===== config.mk =====
export PLATFORM = sky130hd
export DESIGN_NAME = req_xlate_bridge
export DESIGN_NICKNAME = d
export VERILOG_FILES = /design/src/rtl/xb_pkg.sv /design/src/rtl/xb_xlate_table.sv /design/src/rtl/xb_cmd_seq.sv /design/src/rtl/req_xlate_bridge.sv
export SDC_FILE = /design/constraint.sdc
export NUM_CORES = 1
export LEC_CHECK = 0
export BUFFER_PORTS_ARGS = -buffer_cell sky130_fd_sc_hd__buf_2
export CORE_MARGIN = 2
export CORE_UTILIZATION = 60
export DETAILED_ROUTE_END_ITERATION = 10
export PLACE_DENSITY_LB_ADDON = 0.12
export RECOVER_POWER = 50
export SETUP_SLACK_MARGIN = 0.3
export SLEW_MARGIN = 25
export SYNTH_ARGS = -nofsm -noshare
export SYNTH_HDL_FRONTEND = slang
export SYNTH_SLANG_ARGS = --single-unit

===== constraint.sdc =====
create_clock -name clk -period 4.7 [get_ports clk]
set_input_delay 0.235 -clock clk [delete_from_list [all_inputs] [get_ports clk]]
set_output_delay 0.235 -clock clk [all_outputs]
set_load 0.03 [all_outputs]

===== src/rtl/xb_pkg.sv =====
package xb_pkg;
  parameter int XB_ADDR_W     = 32;
  parameter int XB_OFFSET_W   = 20;
  parameter int XB_REGIONS    = 8;
  parameter int XB_BEATS_W    = 10;
  parameter int XB_TAG_W      = 8;
  parameter int XB_DATA_BYTES = 4;
  parameter int XB_MAX_BYTES  = 512;

  typedef enum logic [1:0] {
    DISP_CMD   = 2'd0,
    DISP_DROP  = 2'd1,
    DISP_ABORT = 2'd2
  } disp_e;
endpackage


===== src/rtl/xb_xlate_table.sv =====
module xb_xlate_table #(
  parameter int ADDR_W   = xb_pkg::XB_ADDR_W,
  parameter int OFFSET_W = xb_pkg::XB_OFFSET_W,
  parameter int REGIONS  = xb_pkg::XB_REGIONS,
  localparam int UP_W    = ADDR_W - OFFSET_W,
  localparam int IDX_W   = $clog2(REGIONS)
) (
  input  logic              clk,
  input  logic              cfg_we,
  input  logic [IDX_W-1:0]  cfg_idx,
  input  logic [UP_W-1:0]   cfg_upper,
  input  logic              root_mode,
  input  logic [IDX_W-1:0]  region,
  input  logic [ADDR_W-1:0] addr_in,
  output logic [ADDR_W-1:0] addr_out
);
  // Small table, written once before traffic; inferred as distributed RAM.
  logic [UP_W-1:0] mem [REGIONS];

  always_ff @(posedge clk) begin
    if (cfg_we) mem[cfg_idx] <= cfg_upper;
  end

  always_comb begin
    if (root_mode) addr_out = addr_in;
    else           addr_out = {mem[region], addr_in[OFFSET_W-1:0]};
  end
endmodule


===== src/rtl/xb_cmd_seq.sv =====
module xb_cmd_seq #(
  parameter int ADDR_W     = xb_pkg::XB_ADDR_W,
  parameter int BEATS_W    = xb_pkg::XB_BEATS_W,
  parameter int TAG_W      = xb_pkg::XB_TAG_W,
  parameter int DATA_BYTES = xb_pkg::XB_DATA_BYTES,
  parameter int MAX_BYTES  = xb_pkg::XB_MAX_BYTES,
  localparam int MAX_BEATS = MAX_BYTES / DATA_BYTES,
  localparam int BYTE_SH   = $clog2(DATA_BYTES)
) (
  input  logic               clk,
  input  logic               rst,
  input  logic               load,
  input  logic               ld_write,
  input  logic [ADDR_W-1:0]  ld_addr,
  input  logic [BEATS_W-1:0] ld_beats,
  input  logic [TAG_W-1:0]   ld_tag,
  input  logic               m_wait,
  output logic               m_valid,
  output logic               m_write,
  output logic [ADDR_W-1:0]  m_addr,
  output logic [BEATS_W-1:0] m_burst,
  output logic [TAG_W-1:0]   m_tag
);
  localparam logic [BEATS_W-1:0] CAP = BEATS_W'(MAX_BEATS);

  logic [BEATS_W-1:0] rest;       // beats left after the burst on the port
  logic [BEATS_W-1:0] ld_chunk;
  logic [BEATS_W-1:0] nx_chunk;
  logic               fire;

  assign fire     = m_valid && !m_wait;
  assign ld_chunk = (!ld_write && ld_beats > CAP) ? CAP : ld_beats;
  assign nx_chunk = (rest > CAP) ? CAP : rest;

  always_ff @(posedge clk) begin
    if (rst) begin
      m_valid <= 1'b0;
      m_write <= 1'b0;
      m_addr  <= '0;
      m_burst <= '0;
      m_tag   <= '0;
      rest    <= '0;
    end else if (load) begin
      m_valid <= 1'b1;
      m_write <= ld_write;
      m_addr  <= ld_addr;
      m_burst <= ld_chunk;
      m_tag   <= ld_tag;
      rest    <= ld_beats - ld_chunk;
    end else if (fire) begin
      if (rest == '0) begin
        m_valid <= 1'b0;
      end else begin
        m_addr  <= m_addr + (ADDR_W'(m_burst) << BYTE_SH);
        m_burst <= nx_chunk;
        rest    <= rest - nx_chunk;
      end
    end
  end

  p_hold_r9: assert property (@(posedge clk) disable iff (rst)
    (m_valid && m_wait) |=> (m_valid && $stable(m_addr) && $stable(m_burst)
                             && $stable(m_write) && $stable(m_tag)));

  p_cap_r7: assert property (@(posedge clk) disable iff (rst)
    (m_valid && !m_write) |-> (m_burst != '0 && m_burst <= CAP));

  p_contig_r8: assert property (@(posedge clk) disable iff (rst)
    fire |=> (!m_valid || (!m_write && $stable(m_tag) &&
              m_addr == $past(m_addr) + (ADDR_W'($past(m_burst)) << BYTE_SH))));
endmodule


===== src/rtl/req_xlate_bridge.sv =====
module req_xlate_bridge #(
  parameter int ADDR_W     = xb_pkg::XB_ADDR_W,
  parameter int OFFSET_W   = xb_pkg::XB_OFFSET_W,
  parameter int REGIONS    = xb_pkg::XB_REGIONS,
  parameter int BEATS_W    = xb_pkg::XB_BEATS_W,
  parameter int TAG_W      = xb_pkg::XB_TAG_W,
  parameter int DATA_BYTES = xb_pkg::XB_DATA_BYTES,
  parameter int MAX_BYTES  = xb_pkg::XB_MAX_BYTES,
  localparam int UP_W      = ADDR_W - OFFSET_W,
  localparam int IDX_W     = $clog2(REGIONS)
) (
  input  logic               clk,
  input  logic               rst,
  input  logic               mode_root,
  input  logic               cfg_we,
  input  logic [IDX_W-1:0]   cfg_idx,
  input  logic [UP_W-1:0]    cfg_upper,
  input  logic               req_valid,
  output logic               req_ready,
  input  logic               req_write,
  input  logic [IDX_W-1:0]   req_region,
  input  logic [ADDR_W-1:0]  req_addr,
  input  logic [BEATS_W-1:0] req_beats,
  input  logic [TAG_W-1:0]   req_tag,
  input  logic               req_bad,
  output logic               m_valid,
  output logic               m_write,
  output logic [ADDR_W-1:0]  m_addr,
  output logic [BEATS_W-1:0] m_burst,
  output logic [TAG_W-1:0]   m_tag,
  input  logic               m_wait,
  output logic               abort_valid,
  output logic [TAG_W-1:0]   abort_tag
);
  import xb_pkg::*;

  logic              accept;
  disp_e             disp;
  logic [ADDR_W-1:0] local_addr;

  assign req_ready = !m_valid;
  assign accept    = req_valid && req_ready;

  always_comb begin
    if (!req_bad)      disp = DISP_CMD;
    else if (req_write) disp = DISP_DROP;
    else               disp = DISP_ABORT;
  end

  xb_xlate_table #(
    .ADDR_W(ADDR_W), .OFFSET_W(OFFSET_W), .REGIONS(REGIONS)
  ) u_table (
    .clk(clk), .cfg_we(cfg_we), .cfg_idx(cfg_idx), .cfg_upper(cfg_upper),
    .root_mode(mode_root), .region(req_region), .addr_in(req_addr),
    .addr_out(local_addr)
  );

  xb_cmd_seq #(
    .ADDR_W(ADDR_W), .BEATS_W(BEATS_W), .TAG_W(TAG_W),
    .DATA_BYTES(DATA_BYTES), .MAX_BYTES(MAX_BYTES)
  ) u_seq (
    .clk(clk), .rst(rst),
    .load(accept && disp == DISP_CMD),
    .ld_write(req_write), .ld_addr(local_addr), .ld_beats(req_beats),
    .ld_tag(req_tag), .m_wait(m_wait),
    .m_valid(m_valid), .m_write(m_write), .m_addr(m_addr),
    .m_burst(m_burst), .m_tag(m_tag)
  );

  always_ff @(posedge clk) begin
    if (rst) begin
      abort_valid <= 1'b0;
      abort_tag   <= '0;
    end else begin
      abort_valid <= accept && disp == DISP_ABORT;
      if (accept && disp == DISP_ABORT) abort_tag <= req_tag;
    end
  end

  p_drop_quiet_r4: assert property (@(posedge clk) disable iff (rst)
    (accept && req_write && req_bad) |=> (!m_valid && !abort_valid));

  p_abort_tag_r5: assert property (@(posedge clk) disable iff (rst)
    (accept && !req_write && req_bad) |=> (abort_valid && abort_tag == $past(req_tag)));

  p_abort_nocmd_r5: assert property (@(posedge clk) disable iff (rst)
    abort_valid |-> !m_valid);

  p_load_r2: assert property (@(posedge clk) disable iff (rst)
    (accept && !req_bad) |=> (m_valid && m_tag == $past(req_tag)));
endmodule


==> results of run 1 <==
## stage by stage
step	power (mW)	hold WS (ns)	instance area (um^2)
finish	3.39	0.0520	9140
global route	3.50	0.0542	9140
CTS	3.41	0.0449	9180
detailed placement	2.11	0.446	8620
global placement	2.10	0.440	8620
floorplan	1.97	0.334	7790
## area by class of cell
cell class | instances | area, um^2
flip-flops and latches | 167 | 4300
fillers | 939 | 3480
multi-input cells | 461 | 3280
repair buffers | 150 | 748
clock buffers | 21 | 450
well taps | 172 | 215
clock inverters | 11 | 101
inverters | 12 | 45.0
## worst min-delay path, delay by kind of cell
| family | cells | cell delay [ns] |
|---|---|---|
| buffers and inverters | 1 | 0.10 |
| and+or+nand+nor | 1 | 0.04 |
| AOI/OAI and AO/OA | 1 | 0.05 |
## path summary, 6_finish.rpt
check | cells after the start | start | endpoint
setup / recovery | 6 | u_seq.rest[4] | u_seq.m_addr[17]
hold / removal | 3 | req_addr[0] | u_seq.m_addr[0]
setup reg to reg | 6 | u_seq.rest[4] | u_seq.m_addr[17]
hold reg to reg | 2 | u_seq.m_tag[5] | u_seq.m_tag[5]
## cell usage after synthesis (all sizes together), types with 2 or more instances
library cell  instances
o211ai                8
and2                  6
clkbuf               24
nand4                 9
a22oi                 9
mux4                 22
xnor2                13
a311oi                5
o21bai                2
nand3                17
inv                  12
a21o                  2
xor2                  2
nor2                 38
nor3                 14
nor2b                 3
or2                   3
o22ai                 2
nand2                92
a41oi                 3
a211o                 2
dfxtp                71
edfxtp               96
a211oi               16
a21oi                56
or4                   5
mux2                  3
buf                  15
nand2b               10
a2111oi               5
o21a                  2
ha                   12
a31oi                10
o311ai                3
or3                   3
a221oi               13
and4                  4
o31a                  2
and3                  7
o21ai                26
a32oi                 3
mux2i                15
## power by group through the flow
stage | clock network (mW) | logic, mW | registers (mW)
CTS | 1.32 | 0.431 | 1.66
detailed placement | 0 | 0.427 | 1.69
finish | 1.30 | 0.428 | 1.66
global placement | 0 | 0.421 | 1.68
floorplan | 0 | 0.232 | 1.73
global route | 1.37 | 0.464 | 1.66
## sequential cells by signal (all words and copies together) (netlist names)
register       cells
u_seq.m_valid      1
u_seq.m_tag        8
u_seq.rest        10
abort_tag          8
u_seq.m_write      1
u_seq.m_addr      32
u_table.mem       96
u_seq.m_burst     10
abort_valid        1
## cell families (layout without fill, tap and decap cells)
logic type               Yosys count  count (layout)  share of synthesized area, %
AO/OA/AOI/OAI                    178             178                          15.9
XOR/XNOR                          15              15                          1.69
adder cells (fa/ha/maj)           13              13                          2.19
buffers and inverters             51             194                          2.73
flip-flops                       167             167                          55.3
multiplexers                      40              40                          8.73
other                              1               2                        0.0482
AND/OR/NAND/NOR                  213             213                          13.5
## layer usage
layer | GRT usage [%] | share of wire, % | vias up
li1 | - | - | 2864
met2 | 49.5 | 51 | 256
met4 | 12.0 | 2.8 | 0
met3 | 5.47 | 6.5 | 46
met5 | 0 | 0 | -
met1 | 34.8 | 39 | 2982
## cells in the final DEF (no fill, tap or decap), types with 15 or more instances in the layout
master and count:
dfxtp_1 71, nand3_1 16, nand2_1 91, clkbuf_16 17
edfxtp_1 96, a21oi_1 56, o21ai_1 15, mux2i_1 15
mux4_2 22, clkbuf_1 21, nor2_1 36, a211oi_1 15
buf_2 124
==> flow_summary_export.csv, run 1 <==
group,metric,value,unit
status,outcome,"finished, final reports clean",
sta,worst_pin_slew,0.963,ns
routing,vias,6148,
clock_tree,clk_path_buf_depth,2,
power_and_ir_drop,power-per-cell-area,371,nW/um^2
sta,finalSetupTns,0,ns
clock_tree,post_cts_buffers,0,
power_and_ir_drop,p_switching,0.879,mW
floorplanning,rows,41,
setup_path,worstSetupPathType,"reg2reg",
final_layout,layout-drive-gt1-share,24.9,%
setup_path,critPathSlowestCell,"a41oi_4",
floorplanning,initial_core_util,61.7,%
synth,ys_dominant_reg_cell,"edfxtp_1",
power_and_ir_drop,p_seq_share,48.9,%
setup_path,required,5.05,ns
place,dpl.cell_count,962,
clock_tree,cts_tree,"built",
sta,slew_viol_final,0,
final_layout,final_util,72.4,%
clock_tree,root_buffer,"clkbuf_16",
sta,finalSetupViolCount,0,
place,gp_congestion,0.876,
sta,max_freq,386,MHz
global_routing,grt_pass1_vias,5836,
routing,first_pass_iters,5,
setup_path,cp-end-kind,"flip-flop",
clock_tree,ctsHoldBuffers,0,
power_and_ir_drop,p_comb_share,12.6,%
routing,drtIter0Drc,439,
setup_path,slowest_delay,0.82,ns
setup_path,cp_top_family,"compound AO/OA/AOI/OAI gates",
sta,post-route-min-period,2.59,ns
global_routing,grt.total_usage,28.5,%
run,cap_viol_max_count,0,
global_routing,grt_start_max_net_pins,42,
synth,synth.top_cell.area_share,37.0,%
synth,yosysWarnings,0,
floorplanning,coreArea,12600,um^2
setup_path,worst-path-buf-inv,0,
synth,synth-async-reset-ratio,0,%
power_and_ir_drop,clockPowerShare,38.4,%
floorplanning,io_pins,138,
place,io_buffers,137,
final_layout,area_growth,17.4,%
power_and_ir_drop,p_sw_share,25.9,%
setup_path,timing.reg2reg.setup_slack,2.11,ns
setup_path,start_kind,"flip-flop",
final_layout,instances_no_fill,994,
routing,drt-total-wl,19300,um
place,dp_hpwl,13200,um
place,dp_slack,2.18,ns
routing,drcViolationCount,0,
synth,yosys.area.top_type,"edfxtp_1",
power_and_ir_drop,vdd_drop_max,0.300,mV
routing,post_drt_wl_per_cell,19.4,um
power_and_ir_drop,p_leak,3.35,nW
setup_path,critical_path.max_fanout,28,
sta,timing.final.ws_setup,2.11,ns
synth,netlist_instances,678,
sta,final.setup_skew,0.00831,ns
setup_path,arrival,2.93,ns
global_routing,antenna_found_initial,0,
floorplanning,design.die.area,13900,um^2
clock_tree,cts_sinks,167,
floorplanning,fp.dieH,118,um
global_routing,grt_overflow,0,
global_routing,grt_pass1_wl,30800,um
synth,syn-mean-instance-area,11.5,um^2
setup_path,crit_chain,"nor3_4 -> a41oi_4 -> nand2_2 -> a2111oi_0 -> a31oi_1 -> a31oi_1",
final_layout,layout.nets,898,
sta,rsz0062_at_grt,"no",
clock_tree,cts_resized,0,
routing,via_per_inst,6.19,
clock_tree,htree_levels,4,
sta,relSlewSlack,35.8,%
synth,synth_edf_count,96,
synth,ys_ff_latch,167,
clock_tree,clock_latency,0.43,ns
sta,hold_viol,0,
routing,antenna_left,0,
power_and_ir_drop,p_int,2.51,mW
floorplanning,chipWidth,118,um
hold_path,hp-class,"in2reg",
synth,synth.area.top_cells,"edfxtp_1 (37%), dfxtp_1 (18%), mux4_2 (6.4%)",
synth,netlist_area,7780,um^2
synth,ys_types,78,
final_layout,antenna_cells,0,
clock_tree,cts_made_buffers,17,
clock_tree,path_clk_slew,0.07,ns
synth,seq_area_frac_synth,55.3,%
sta,period_share,55.1,%
setup_path,cpMostUsedCell,"a31oi_1",
(Power assumes the default switching activity.)
==> run 2, diff against run 1 <==
- CORE_UTILIZATION: 60 -> 56
- clock period: 4.7 -> 2.5 ns (I/O delays scaled with it)
==> run 2 against run 1 <==
  * Non-clock buffer count grew 63
  * Sequential share of layout area is 3.7 points lower
  * Power is 95% higher
  * Largest cell class unchanged
  * Clock skew down 0.0016 ns
  * Sequential power rose by 88%
  * Core utilization increased by 0.24 points
  * Clock power is 96% higher
  * First-iteration DRC count rose by 16%
  * Sequential cell count unchanged
  * Cell area up 9.1%
  * Via count rose by 4.8%
  * Largest power group unchanged
==> flow_summary_export.csv, run 2 (synthesis gave the netlist of run 1 again) <==
group,metric,value,unit
sta,slew_viol_final,0,
floorplanning,io_pins,138,
clock_tree,cts_tree,"built",
setup_path,cpMostUsedCell,"a21oi_1",
global_routing,grt_start_max_net_pins,38,
setup_path,critPathSlowestCell,"a2111oi_1",
power_and_ir_drop,clockPowerShare,38.6,%
final_layout,layout-drive-gt1-share,30.4,%
final_layout,final_cell_mix,"buf_2 (123), edfxtp_1 (96), nand2_1 (91)",
setup_path,crit_chain,"ha_4 -> inv_1 -> fa_2 -> nand2b_4 -> a21oi_4 -> o21ai_4 -> buf_4 -> a2111oi_1 -> a21oi_1 -> a21oi_1",
sta,worst_pin_slew,0.953,ns
hold_path,min_path_cells,3,
routing,via_per_inst,6.05,
place,dp_hpwl,13600,um
clock_tree,cts_made_buffers,17,
clock_tree,cts_sinks,167,
clock_tree,clock_latency,0.43,ns
sta,fin_hold_ws,0.0111,ns
setup_path,reg2reg_from,"u_seq.m_addr[2]",
routing,antenna_left,0,
clock_tree,htree_levels,4,
power_and_ir_drop,p_int,4.81,mW
floorplanning,design.die.area,14900,um^2
floorplanning,rows,43,
setup_path,slowest_delay,0.44,ns
global_routing,antenna_found_initial,1,
power_and_ir_drop,report.power.total,6.60,mW
sta,rsz0062_at_grt,"yes",
global_routing,grt.total_usage,28.2,%
hold_path,hold_path_end,"u_seq.m_addr[6]",
status,outcome,"finished, final reports clean",
sta,final.setup_skew,0.00676,ns
clock_tree,clk_path_buf_depth,2,
global_routing,grt_pass1_vias,6085,
routing,drtIter0Drc,509,
global_routing,grt_pass1_wl,31600,um
setup_path,critical_path.max_fanout,7,
sta,relSlewSlack,36.5,%
global_routing,grt_overflow,0,
setup_path,arrival,2.56,ns
setup_path,start_kind,"flip-flop",
hold_path,hp-class,"in2reg",
power_and_ir_drop,p_comb_share,14.1,%
setup_path,cp_top_family,"compound AO/OA/AOI/OAI gates",
sta,hold_viol,0,
power_and_ir_drop,p_seq_share,47.3,%
final_layout,fillers,994,
final_layout,layout.nets,961,
sta,post-route-min-period,2.20,ns
setup_path,r2r_cells,10,
setup_path,r2r_end,"u_seq.m_addr[22]",
floorplanning,initial_core_util,56.7,%
final_layout,regArea,4330,um^2
routing,drt-total-wl,20800,um
place,io_buffers,137,
setup_path,cp-end-kind,"flip-flop",
final_layout,area_growth,28.1,%
clock_tree,root_buffer,"clkbuf_16",
floorplanning,chipWidth,122,um
sta,finalSetupViolCount,0,
floorplanning,fp.dieH,122,um
sta,finalSetupTns,0,ns
power_and_ir_drop,p_switching,1.80,mW
final_layout,multi_input_area,3490,um^2
final_layout,layout_commonest_cell,"buf_2",
floorplanning,coreArea,13700,um^2
power_and_ir_drop,power-per-cell-area,662,nW/um^2
routing,post_drt_wl_per_cell,19.5,um
setup_path,timing.reg2reg.setup_slack,0.30,ns
sta,period_share,88.1,%
power_and_ir_drop,vdd_drop_max,0.486,mV
final_layout,reg_top3,"u_table.mem x96, u_seq.m_addr x32",
routing,vias,6445,
routing,first_pass_iters,5,
routing,drcViolationCount,0,
power_and_ir_drop,p_leak,3.67,nW
power_and_ir_drop,p_sw_share,27.2,%
hold_path,min-delay-start,"req_addr[6]",
final_layout,largest_reg_flops,96,
setup_path,worst-path-buf-inv,2,
clock_tree,path_clk_slew,0.07,ns
run,cap_viol_max_count,0,
sta,max_freq,454,MHz
setup_path,worstSetupPathType,"reg2reg",
final_layout,largest_register,"u_table.mem",
place,gp_congestion,0.876,
setup_path,required,2.86,ns
## run 2: through the flow
| step | setup slack (ns) | utilization (%) | area (um^2) | std cells |
|---|---|---|---|---|
| floorplan | 0.264 | - | 7860 | 679 |
| global placement | 0.250 | 64.3 | 8820 | 983 |
| detailed placement | 0.208 | 64.3 | 8820 | 983 |
| CTS | 0.262 | 71.4 | 9800 | 1057 |
| global route | 0.235 | 72.7 | 9970 | 1065 |
| finish | 0.298 | 72.7 | 9970 | 1066 |
## run 2: cell type report
class | instances | area share (%)
Antenna cell | 1 | 0.0251
Clock buffer | 18 | 4.30
Clock inverter | 14 | 1.39
Inverter | 12 | 0.452
Multi-Input combinational cell | 461 | 35.0
Sequential cell | 167 | 43.4
Tap cell | 180 | 2.26
Timing Repair Buffer | 213 | 13.2
## run 2: power groups by stage
stage | Clock [mW] | Sequential, mW | Combinational [mW]
3_5_place_dp | 0 | 3.17 | 0.844
2_1_floorplan | 0 | 3.26 | 0.442
3_3_place_gp | 0 | 3.16 | 0.828
5_1_grt | 2.67 | 3.13 | 1.01
6_report | 2.55 | 3.12 | 0.933
4_1_cts | 2.57 | 3.11 | 0.899
## run 2: timing repair
item,4_1_cts,5_1_grt
setup buffers,8,8
pin swaps,7,9
resized for setup,3,29
endpoints found under the hold margin,126,0
hold buffers,34,0
endpoints found under the setup margin,11,20
## run 2: per-layer routing
layer  part of all wire (%)  track usage (%)
met1                     40             33.6
met2                     52             50.0
met3                    6.0             5.66
met4                    2.8             10.8
met5                      0                0
## run 2: worst max path at each step
| stage | from | cells past startpoint | endpoint |
|---|---|---|---|
| finish | u_seq.m_addr[2] | 10 | u_seq.m_addr[22] |
| global route | u_seq.m_addr[2] | 10 | u_seq.m_addr[26] |
| CTS | u_seq.m_addr[2] | 9 | u_seq.m_addr[20] |
| detailed placement | u_seq.m_addr[2] | 9 | u_seq.m_addr[20] |
| global placement | u_seq.m_addr[2] | 9 | u_seq.m_addr[20] |
| floorplan | u_seq.m_addr[2] | 9 | u_seq.m_addr[20] |
## run 2: worst register-to-register path, stage by stage (launching register included)
cell	delay [ns]
dfxtp_4	0.36
ha_4	0.13
inv_1	0.04
fa_2	0.33
nand2b_4	0.16
a21oi_4	0.15
o21ai_4	0.10
buf_4	0.17
a2111oi_1	0.44
a21oi_1	0.11
a21oi_1	0.14
